`src/rtl/hdiv_pkg.sv`:
```
package hdiv_pkg;

  // Per-cycle commands from control to datapath
  typedef struct packed {
    logic togEven;  // toggle output on the rising input edge that starts the cycle
    logic togOdd;   // toggle output on the falling input edge inside the cycle
    logic rise;     // an output rising edge occurs in the cycle
  } hdivStrobe_t;

endpackage

```
`src/rtl/hdiv_ctrl.sv`:
```
module hdiv_ctrl #(
  parameter int DIV_W = 5
) (
  input  logic                   clkIn,
  input  logic                   rstN,
  input  logic [DIV_W-1:0]       divIn,
  output hdiv_pkg::hdivStrobe_t  strobe
);

  localparam int CNT_W = DIV_W + 2;  // frame length up to 2*(2^W-1)+3 cycles
  localparam int PH_W  = DIV_W + 3;  // half-cycle positions within a frame

  logic             active;
  logic [CNT_W-1:0] cnt, cntNext, lastCnt;
  logic [DIV_W-1:0] dLat, dNext;
  logic             frameStart;
  logic [PH_W-1:0]  halfEven, halfOdd, dExt, firstFall, secondRise, secondFall;

  // A frame is 2D+3 input cycles, which holds two output periods
  assign lastCnt    = CNT_W'({dLat, 1'b0}) + CNT_W'(2);
  assign frameStart = !active || (cnt == lastCnt);
  assign cntNext    = frameStart ? '0 : cnt + CNT_W'(1);
  assign dNext      = frameStart ? divIn : dLat;

  // Half-cycle positions of the edges of the cycle about to start
  assign halfEven   = {cntNext, 1'b0};
  assign halfOdd    = halfEven + PH_W'(1);
  assign dExt       = PH_W'(dNext);
  assign firstFall  = dExt + PH_W'(1);
  assign secondRise = dExt + dExt + PH_W'(3);
  assign secondFall = dExt + dExt + dExt + PH_W'(4);

  always_comb begin
    strobe.togEven = (halfEven == '0) || (halfEven == firstFall) ||
                     (halfEven == secondFall);
    strobe.togOdd  = (halfOdd == firstFall) || (halfOdd == secondRise) ||
                     (halfOdd == secondFall);
    strobe.rise    = (halfEven == '0) || (halfOdd == secondRise);
  end

  always_ff @(posedge clkIn or negedge rstN) begin
    if (!rstN) begin
      active <= 1'b0;
      cnt    <= '0;
      dLat   <= '0;
    end else begin
      active <= 1'b1;
      cnt    <= cntNext;
      dLat   <= dNext;
    end
  end

  // the cycle counter never runs past the end of its frame
  p_cnt_bound_r2: assert property (@(posedge clkIn) disable iff (!rstN)
    cnt <= lastCnt);

  // the latched divisor moves only when a frame begins
  p_div_hold_r5: assert property (@(posedge clkIn) disable iff (!rstN)
    (cnt != '0) |-> $stable(dLat));

endmodule

```
`src/rtl/hdiv_path.sv`:
```
module hdiv_path (
  input  logic                  clkIn,
  input  logic                  rstN,
  input  hdiv_pkg::hdivStrobe_t strobe,
  output logic                  divClk,
  output logic                  riseFlag
);

  logic posTgl, negTgl, oddPend;

  always_ff @(posedge clkIn or negedge rstN) begin
    if (!rstN) begin
      posTgl   <= 1'b0;
      oddPend  <= 1'b0;
      riseFlag <= 1'b0;
    end else begin
      posTgl   <= posTgl ^ strobe.togEven;
      oddPend  <= strobe.togOdd;
      riseFlag <= strobe.rise;
    end
  end

  always_ff @(negedge clkIn or negedge rstN) begin
    if (!rstN) negTgl <= 1'b0;
    else if (oddPend) negTgl <= ~negTgl;
  end

  assign divClk = posTgl ^ negTgl;

  // the output is low just before any cycle that holds a rising edge
  always @(posedge clkIn) begin
    if (rstN && strobe.rise)
      p_low_before_rise_r3: assert (divClk == 1'b0);
  end

  // reset holds both outputs low
  always @(posedge clkIn) begin
    if (!rstN)
      p_reset_low_r6: assert (divClk == 1'b0 && riseFlag == 1'b0);
  end

endmodule

```
`src/rtl/hdiv_top.sv`:
```
module hdiv_top #(
  parameter int DIV_W = 5
) (
  input  logic             clkIn,
  input  logic             rstN,
  input  logic [DIV_W-1:0] divIn,
  output logic             divClk,
  output logic             riseFlag
);

  hdiv_pkg::hdivStrobe_t strobe;

  hdiv_ctrl #(.DIV_W(DIV_W)) u_ctrl (
    .clkIn  (clkIn),
    .rstN   (rstN),
    .divIn  (divIn),
    .strobe (strobe)
  );

  hdiv_path u_path (
    .clkIn    (clkIn),
    .rstN     (rstN),
    .strobe   (strobe),
    .divClk   (divClk),
    .riseFlag (riseFlag)
  );

endmodule

```
`config.mk`:
```
export PLATFORM = sky130hd
export DESIGN_NAME = hdiv_top
export DESIGN_NICKNAME = d
export VERILOG_FILES = /design/src/rtl/hdiv_pkg.sv /design/src/rtl/hdiv_ctrl.sv /design/src/rtl/hdiv_path.sv /design/src/rtl/hdiv_top.sv
export SDC_FILE = /design/constraint.sdc
export NUM_CORES = 1
export LEC_CHECK = 0
export ABC_AREA = 1
export BUFFER_PORTS_ARGS = -buffer_cell sky130_fd_sc_hd__buf_2
export CAP_MARGIN = 25
export CORE_MARGIN = 5
export CORE_UTILIZATION = 60
export DETAILED_ROUTE_END_ITERATION = 8
export HOLD_SLACK_MARGIN = 0.06
export PLACE_DENSITY = 0.84
export SLEW_MARGIN = 5
export SYNTH_ARGS = -nofsm -noshare
export SYNTH_HDL_FRONTEND = slang
export SYNTH_SLANG_ARGS = --single-unit
```
`constraint.sdc`:
```
create_clock -name clkIn -period 6.97 [get_ports clkIn]
set_clock_uncertainty 0.2 [all_clocks]
set_input_delay 1.7425 -clock clkIn [delete_from_list [all_inputs] [get_ports clkIn]]
set_output_delay 1.7425 -clock clkIn [all_outputs]
set_load 0.05 [all_outputs]
```
==> impl_metrics.yaml, run 1 <==
routing:
  drcViolationCount: 2
  wl_um: 3130
  routed_via_density: 5.15
  dr.pass1.iters: 7
  drtAntennaViolNets: 0
  wl_per_cell_um: 11.2
  num_vias: 1442
  dr.first_iter.drc_count: 62
pwr:
  ir_worst_vdd_v: 0.000158
  powerDensity_nw_per_um2: 207
  p_leak_uw: 0.000943
sta:
  fin_setup_tns_ns: 0
  final_hold_viol_count: 0
  setup_viol: 0
  rsz0062_at_grt: "false"
  slew_headroom_pct: 63.3
  tightestPinTransition_ns: 0.547
  whs_ns: 0.254
  slew_violations: 0
placement:
  gp_congestion: 0.900
  dp.cells: 276
  portBuffers: 8
  dp.final_hpwl_um: 2660
clocking:
  cts_max_level: 1
  clk_pin_slew_ns: 0.06
  cts-resized-gates: 0
  cts_made_buffers: 3
  postCtsHoldBufs: 0
  cts_buffer_depth: 2
  cts_tree: "yes"
  clk_latency_ns: 0.28
  cts_root_buf: "clkbuf_4"
  post_cts_buffers: 0
  cts_sinks: 17
flow_run:
  drv_cap: 0
finish:
  antennaDiodeCount: 0
  final_util_pct: 64.8
  fin_cells: 280
  syn2layout_area_growth_pct: 5.09
  layout.nets: 269
  drive_above_1_share_pct: 17.7
synthesis:
  yosysSeqAreaShare_pct: 25.5
  async_flop_share_pct: 100
  avgSynthCellArea_sq_um: 7.02
  yosys_warnings: 0
  yosys.cell_types.count: 33
  synth_cells: 238
  synth-seq-cells: 17
  synthFlopType: "dfrtp_1"
  synth_edf_count: 0
  syn_nets: 257
  syn_area_sq_um: 1670
worst_setup_path:
  crit_type: "flip-flop to primary output"
  startpoint_type: "flip-flop"
  worstSetupEndpointType: "primary output"
  crit_required_ns: 5.03
  cp.arrival_ns: 4.61
  worst-path-max-fanout: 2
status:
  status: "finished, violations left"
  violations: "design-rule violations"
global_routing:
  grt_pass1_wl_um: 5720
  grt_pass1_vias: 1351
  grt-ovfl-total: 0
  grt_max_degree: 18
  antenna_found_initial: 0
  grtUsageTotal_pct: 17.3
die:
  die_w_um: 62.8
  start_util_pct: 61.6
  die_area_sq_um: 3940
  io_pins: 9
  die_y_um: 62.8
  core_area_sq_um: 2710
  core.rowCount: 19
min_path:
  hold_class: "flip-flop to flip-flop"
## cells in the final DEF (no fill, tap or decap), drive strengths merged, types with 2 or more instances in the layout
cell type  instances
inv               39
a21oi              2
o21ai              5
clkinv             2
nand3             38
nor2              31
or2                2
ha                11
nand4              3
dfrtp             16
buf                8
xor2               9
clkbuf             4
nand2             70
## cell families (layout without fill, tap and decap cells)
logic type / Yosys count / after routing / synth area share, %
AO/OA/AOI/OAI: 10 / 10 / 3.45
XOR/XNOR: 10 / 10 / 5.69
adder cells (fa/ha/maj): 12 / 12 / 9.44
buffers and inverters: 42 / 53 / 10.4
flip-flops: 17 / 17 / 25.5
other: 1 / 1 / 0.225
AND/OR/NAND/NOR: 146 / 146 / 45.3
## power by group
part	switching, uW	total, uW	leakage [uW]	internal [uW]
clock network	27.8	50.0	0.0000150	22.2
logic	120	186	0.000712	66.3
registers	14.0	127	0.000215	113
## sequential cells by signal, summed over array words and instances, names as in the netlist
name and cells:
u_path.oddPend 1, u_ctrl.cnt 7, u_path.posTgl 1, u_ctrl.active 1, u_path.negTgl 1, u_path.riseFlag 1, u_ctrl.dLat 5
## metrics by stage
| step | setup WS (ns) | total power [uW] | cell area, sq um |
|---|---|---|---|
| finish | 0.414 | 363 | 1760 |
| global route | 0.382 | 395 | 1760 |
| CTS | 0.408 | 365 | 1760 |
| detailed placement | 0.716 | 316 | 1730 |
| global placement | 0.723 | 311 | 1730 |
| floorplan | 0.358 | 282 | 1670 |
## final cells by class
| cell class | instances | area, sq um |
|---|---|---|
| Multi-Input combinational cell | 179 | 1070 |
| Inverter | 41 | 154 |
| Sequential cell | 17 | 425 |
| Tap cell | 31 | 38.8 |
| Clock buffer | 4 | 26.3 |
| Fill cell | 243 | 955 |
| Timing Repair Buffer | 8 | 40.0 |
## worst max-delay path: stages (launching register included)
cell and delay, ns:
dfrtn_1 0.44, xor2_1 0.14, buf_2 0.27
## cells in the mapped netlist, types with 2 or more instances
cell type  count  area [sq um]
a21oi_1        2          10.0
clkinv_1       2          7.51
dfrtp_1       16           400
ha_1          11           138
inv_1         34           128
inv_2          5          18.8
nand2_1       59           221
nand2_2        5          31.3
nand2_4        5          56.3
nand3_1       35           175
nand3_2        2          20.0
nand4_1        3          18.8
nor2_1        20          75.1
nor2_2         7          43.8
nor2_4         3          33.8
o21ai_0        2          10.0
o21ai_1        3          15.0
or2_2          2          12.5
xor2_1         8          70.1
## path summary, 6_finish.rpt
check,start,cells past startpoint,slack (ns),to
setup / recovery,u_path.negTgl,2,0.41,divClk
hold reg to reg,u_path.negTgl,1,0.25,u_path.negTgl
hold / removal,u_path.negTgl,1,0.25,u_path.negTgl
min in group asynchronous,rstN,1,1.16,u_ctrl.cnt[2]
max in group asynchronous,rstN,1,1.75,u_path.negTgl
setup reg to reg,u_path.oddPend,1,2.62,u_path.negTgl
## layer usage
metal	GRT usage, %	wire length, um
met5	0	0
met4	6.37	57
met3	0.899	76
met2	29.3	1550
met1	23.0	1450
No activity file was read; power rests on OpenSTA's default activity.
==> run 2, diff against run 1 <==
--- a/config.mk
+++ b/config.mk
@@ -5,11 +5,12 @@
 export SDC_FILE = /design/constraint.sdc
 export NUM_CORES = 1
 export LEC_CHECK = 0
-export ABC_AREA = 1
 export BUFFER_PORTS_ARGS = -buffer_cell sky130_fd_sc_hd__buf_2
 export CAP_MARGIN = 25
+export CORE_ASPECT_RATIO = 1.2
 export CORE_MARGIN = 5
 export CORE_UTILIZATION = 60
+export CTS_CLUSTER_SIZE = 28
 export DETAILED_ROUTE_END_ITERATION = 8
 export HOLD_SLACK_MARGIN = 0.06
 export PLACE_DENSITY = 0.84
==> impl_metrics.yaml, run 2 <==
synthesis:
  synth_cells: 184
  yosysTopAreaCell: "dfrtp_1"
  synthFlopType: "dfrtp_1"
  synth_area_leaders: "dfrtp_1, ha_1, xnor2_1, xor2_1, nand2_1"
  synth-seq-cells: 17
  async_flop_share_pct: 100
  yosysSeqAreaShare_pct: 25.7
  syn_nets: 203
  synthTopCellsByCount: "nand2_1, dfrtp_1, xnor2_1, xor2_1"
  synth_edf_count: 0
  synth_top_area_share_pct: 24.2
  avgSynthCellArea_sq_um: 9.01
  yosys_warnings: 0
  syn_area_sq_um: 1660
  yosys.cell_types.count: 55
  synth.most_common_cell: "nand2_1"
sta:
  tightestPinTransition_ns: 0.622
  rsz0062_at_grt: "false"
  slew_violations: 0
  setup_viol: 0
  fin_setup_tns_ns: 0
  slew_headroom_pct: 58.4
  whs_ns: 0.256
  final_hold_viol_count: 0
pwr:
  p_leak_uw: 0.000792
  ir_worst_vdd_v: 0.000184
  powerDensity_nw_per_um2: 264
worst_setup_path:
  cp.arrival_ns: 4.65
  worstSetupEndpointType: "primary output"
  crit_type: "flip-flop to primary output"
  worst-path-max-fanout: 2
  startpoint_type: "flip-flop"
  crit_required_ns: 5.03
finish:
  multi_input_area_sq_um: 1140
  layout_common_cells: "nand2_1, dfrtp_1, xnor2_1, xor2_1"
  layout.nets: 208
  final_common_cell: "nand2_1"
  antennaDiodeCount: 0
  syn2layout_area_growth_pct: 4.15
  drive_above_1_share_pct: 14.4
  largestRegisters: "u_ctrl.cnt x7, u_ctrl.dLat x5"
  final-seq-area_sq_um: 425
  regMostFlops: "u_ctrl.cnt"
  largest_register_ffs: 7
  nFillCells: 219
clocking:
  clk_latency_ns: 0.31
  cts_max_level: 1
  cts_buffer_depth: 2
  post_cts_buffers: 0
  cts_sinks: 17
  cts-resized-gates: 0
  cts_made_buffers: 3
  cts_tree: "yes"
  clk_pin_slew_ns: 0.07
  postCtsHoldBufs: 0
  cts_root_buf: "clkbuf_4"
routing:
  drtAntennaViolNets: 0
  routed_via_density: 6.31
  wl_um: 3880
  dr.first_iter.drc_count: 48
  wl_per_cell_um: 17.5
  drcViolationCount: 0
  num_vias: 1400
  dr.pass1.iters: 4
flow_run:
  drv_cap: 0
global_routing:
  antenna_found_initial: 0
  grtUsageTotal_pct: 21.4
  grt_pass1_wl_um: 6300
  grt_max_degree: 24
  grt_pass1_vias: 1475
  grt-ovfl-total: 0
die:
  core_area_sq_um: 2730
  die_w_um: 58.0
  die_area_sq_um: 3920
  start_util_pct: 60.7
  io_pins: 9
  die_y_um: 67.6
  core.rowCount: 21
placement:
  gp_congestion: 0.899
  dp.final_hpwl_um: 3020
  portBuffers: 8
status:
  status: "complete, no violations"
min_path:
  hold_class: "flip-flop to flip-flop"
[run 2: cell count changes in the layout (fill, tap and decap cells not counted), moves of 6 or more]
cell     previous run  this run
nand2_1            59        17
nor2_2              7         1
nand3_1            35         6
inv_1              34        14
xnor2_1             1        15
nor2_1             20        14
xor2_1              8        15
[run 2: routing by layer]
layer	vias to the layer above	share of wire, %	global-route usage (%)
met5	-	0	0
met4	0	7.7	20.3
met3	29	5.3	3.44
met2	53	49	37.0
met1	671	38	21.6
li1	647	-	-
[run 2: cell type report]
class | instances | share of cell area (%)
inverter | 14 | 3.04
tap | 34 | 2.46
clock inverter | 1 | 0.290
clock buffer | 3 | 1.30
sequential | 17 | 24.6
multi-input combinational | 145 | 65.9
timing repair buffer | 8 | 2.32
[run 2: report_power, final]
part | switching (uW) | internal (uW) | total [uW]
Clock | 35.4 | 21.5 | 56.8
Sequential | 24.4 | 114 | 139
Combinational | 156 | 104 | 260
Total | 216 | 240 | 456
[run 2: final timing paths]
path / startpoint / slack, ns / depth (start not counted) / end
worst max-delay path: u_path.negTgl / 0.37 / 2 / divClk
worst min-delay path: u_path.negTgl / 0.26 / 1 / u_path.negTgl
worst max register to register: u_ctrl.dLat[0] / 1.36 / 19 / u_path.posTgl
worst min register to register: u_path.negTgl / 0.26 / 1 / u_path.negTgl
max in group asynchronous: rstN / 1.74 / 1 / u_path.negTgl
min in group asynchronous: rstN / 1.14 / 1 / u_ctrl.cnt[5]
[run 2: cells by family (layout without fill, tap and decap cells)]
group / count (synthesis) / after routing / synth area share, %
buf+inv: 22 / 26 / 5.66
simple gates: 62 / 62 / 20.3
compound gates: 32 / 32 / 16.6
flops: 17 / 17 / 25.7
fa+ha+maj: 12 / 12 / 9.51
mux: 6 / 6 / 3.77
other cells: 1 / 1 / 0.226
xor+xnor: 32 / 32 / 18.3
[run 2: stage by stage]
step	total power, uW	cells	instance area [sq um]	setup WS, ns	utilization, %
finish	456	222	1730	0.375	63.2
global route	484	222	1730	0.346	63.2
CTS	449	222	1730	0.383	63.2
detailed placement	392	218	1700	0.713	62.2
global placement	378	218	1700	0.722	62.2
floorplan	340	184	1660	0.358	-
[run 2: worst max-delay path: stages, from the launching register on]
cell and delay, ns:
dfrtn_1 0.44, xor2_1 0.14, buf_2 0.28
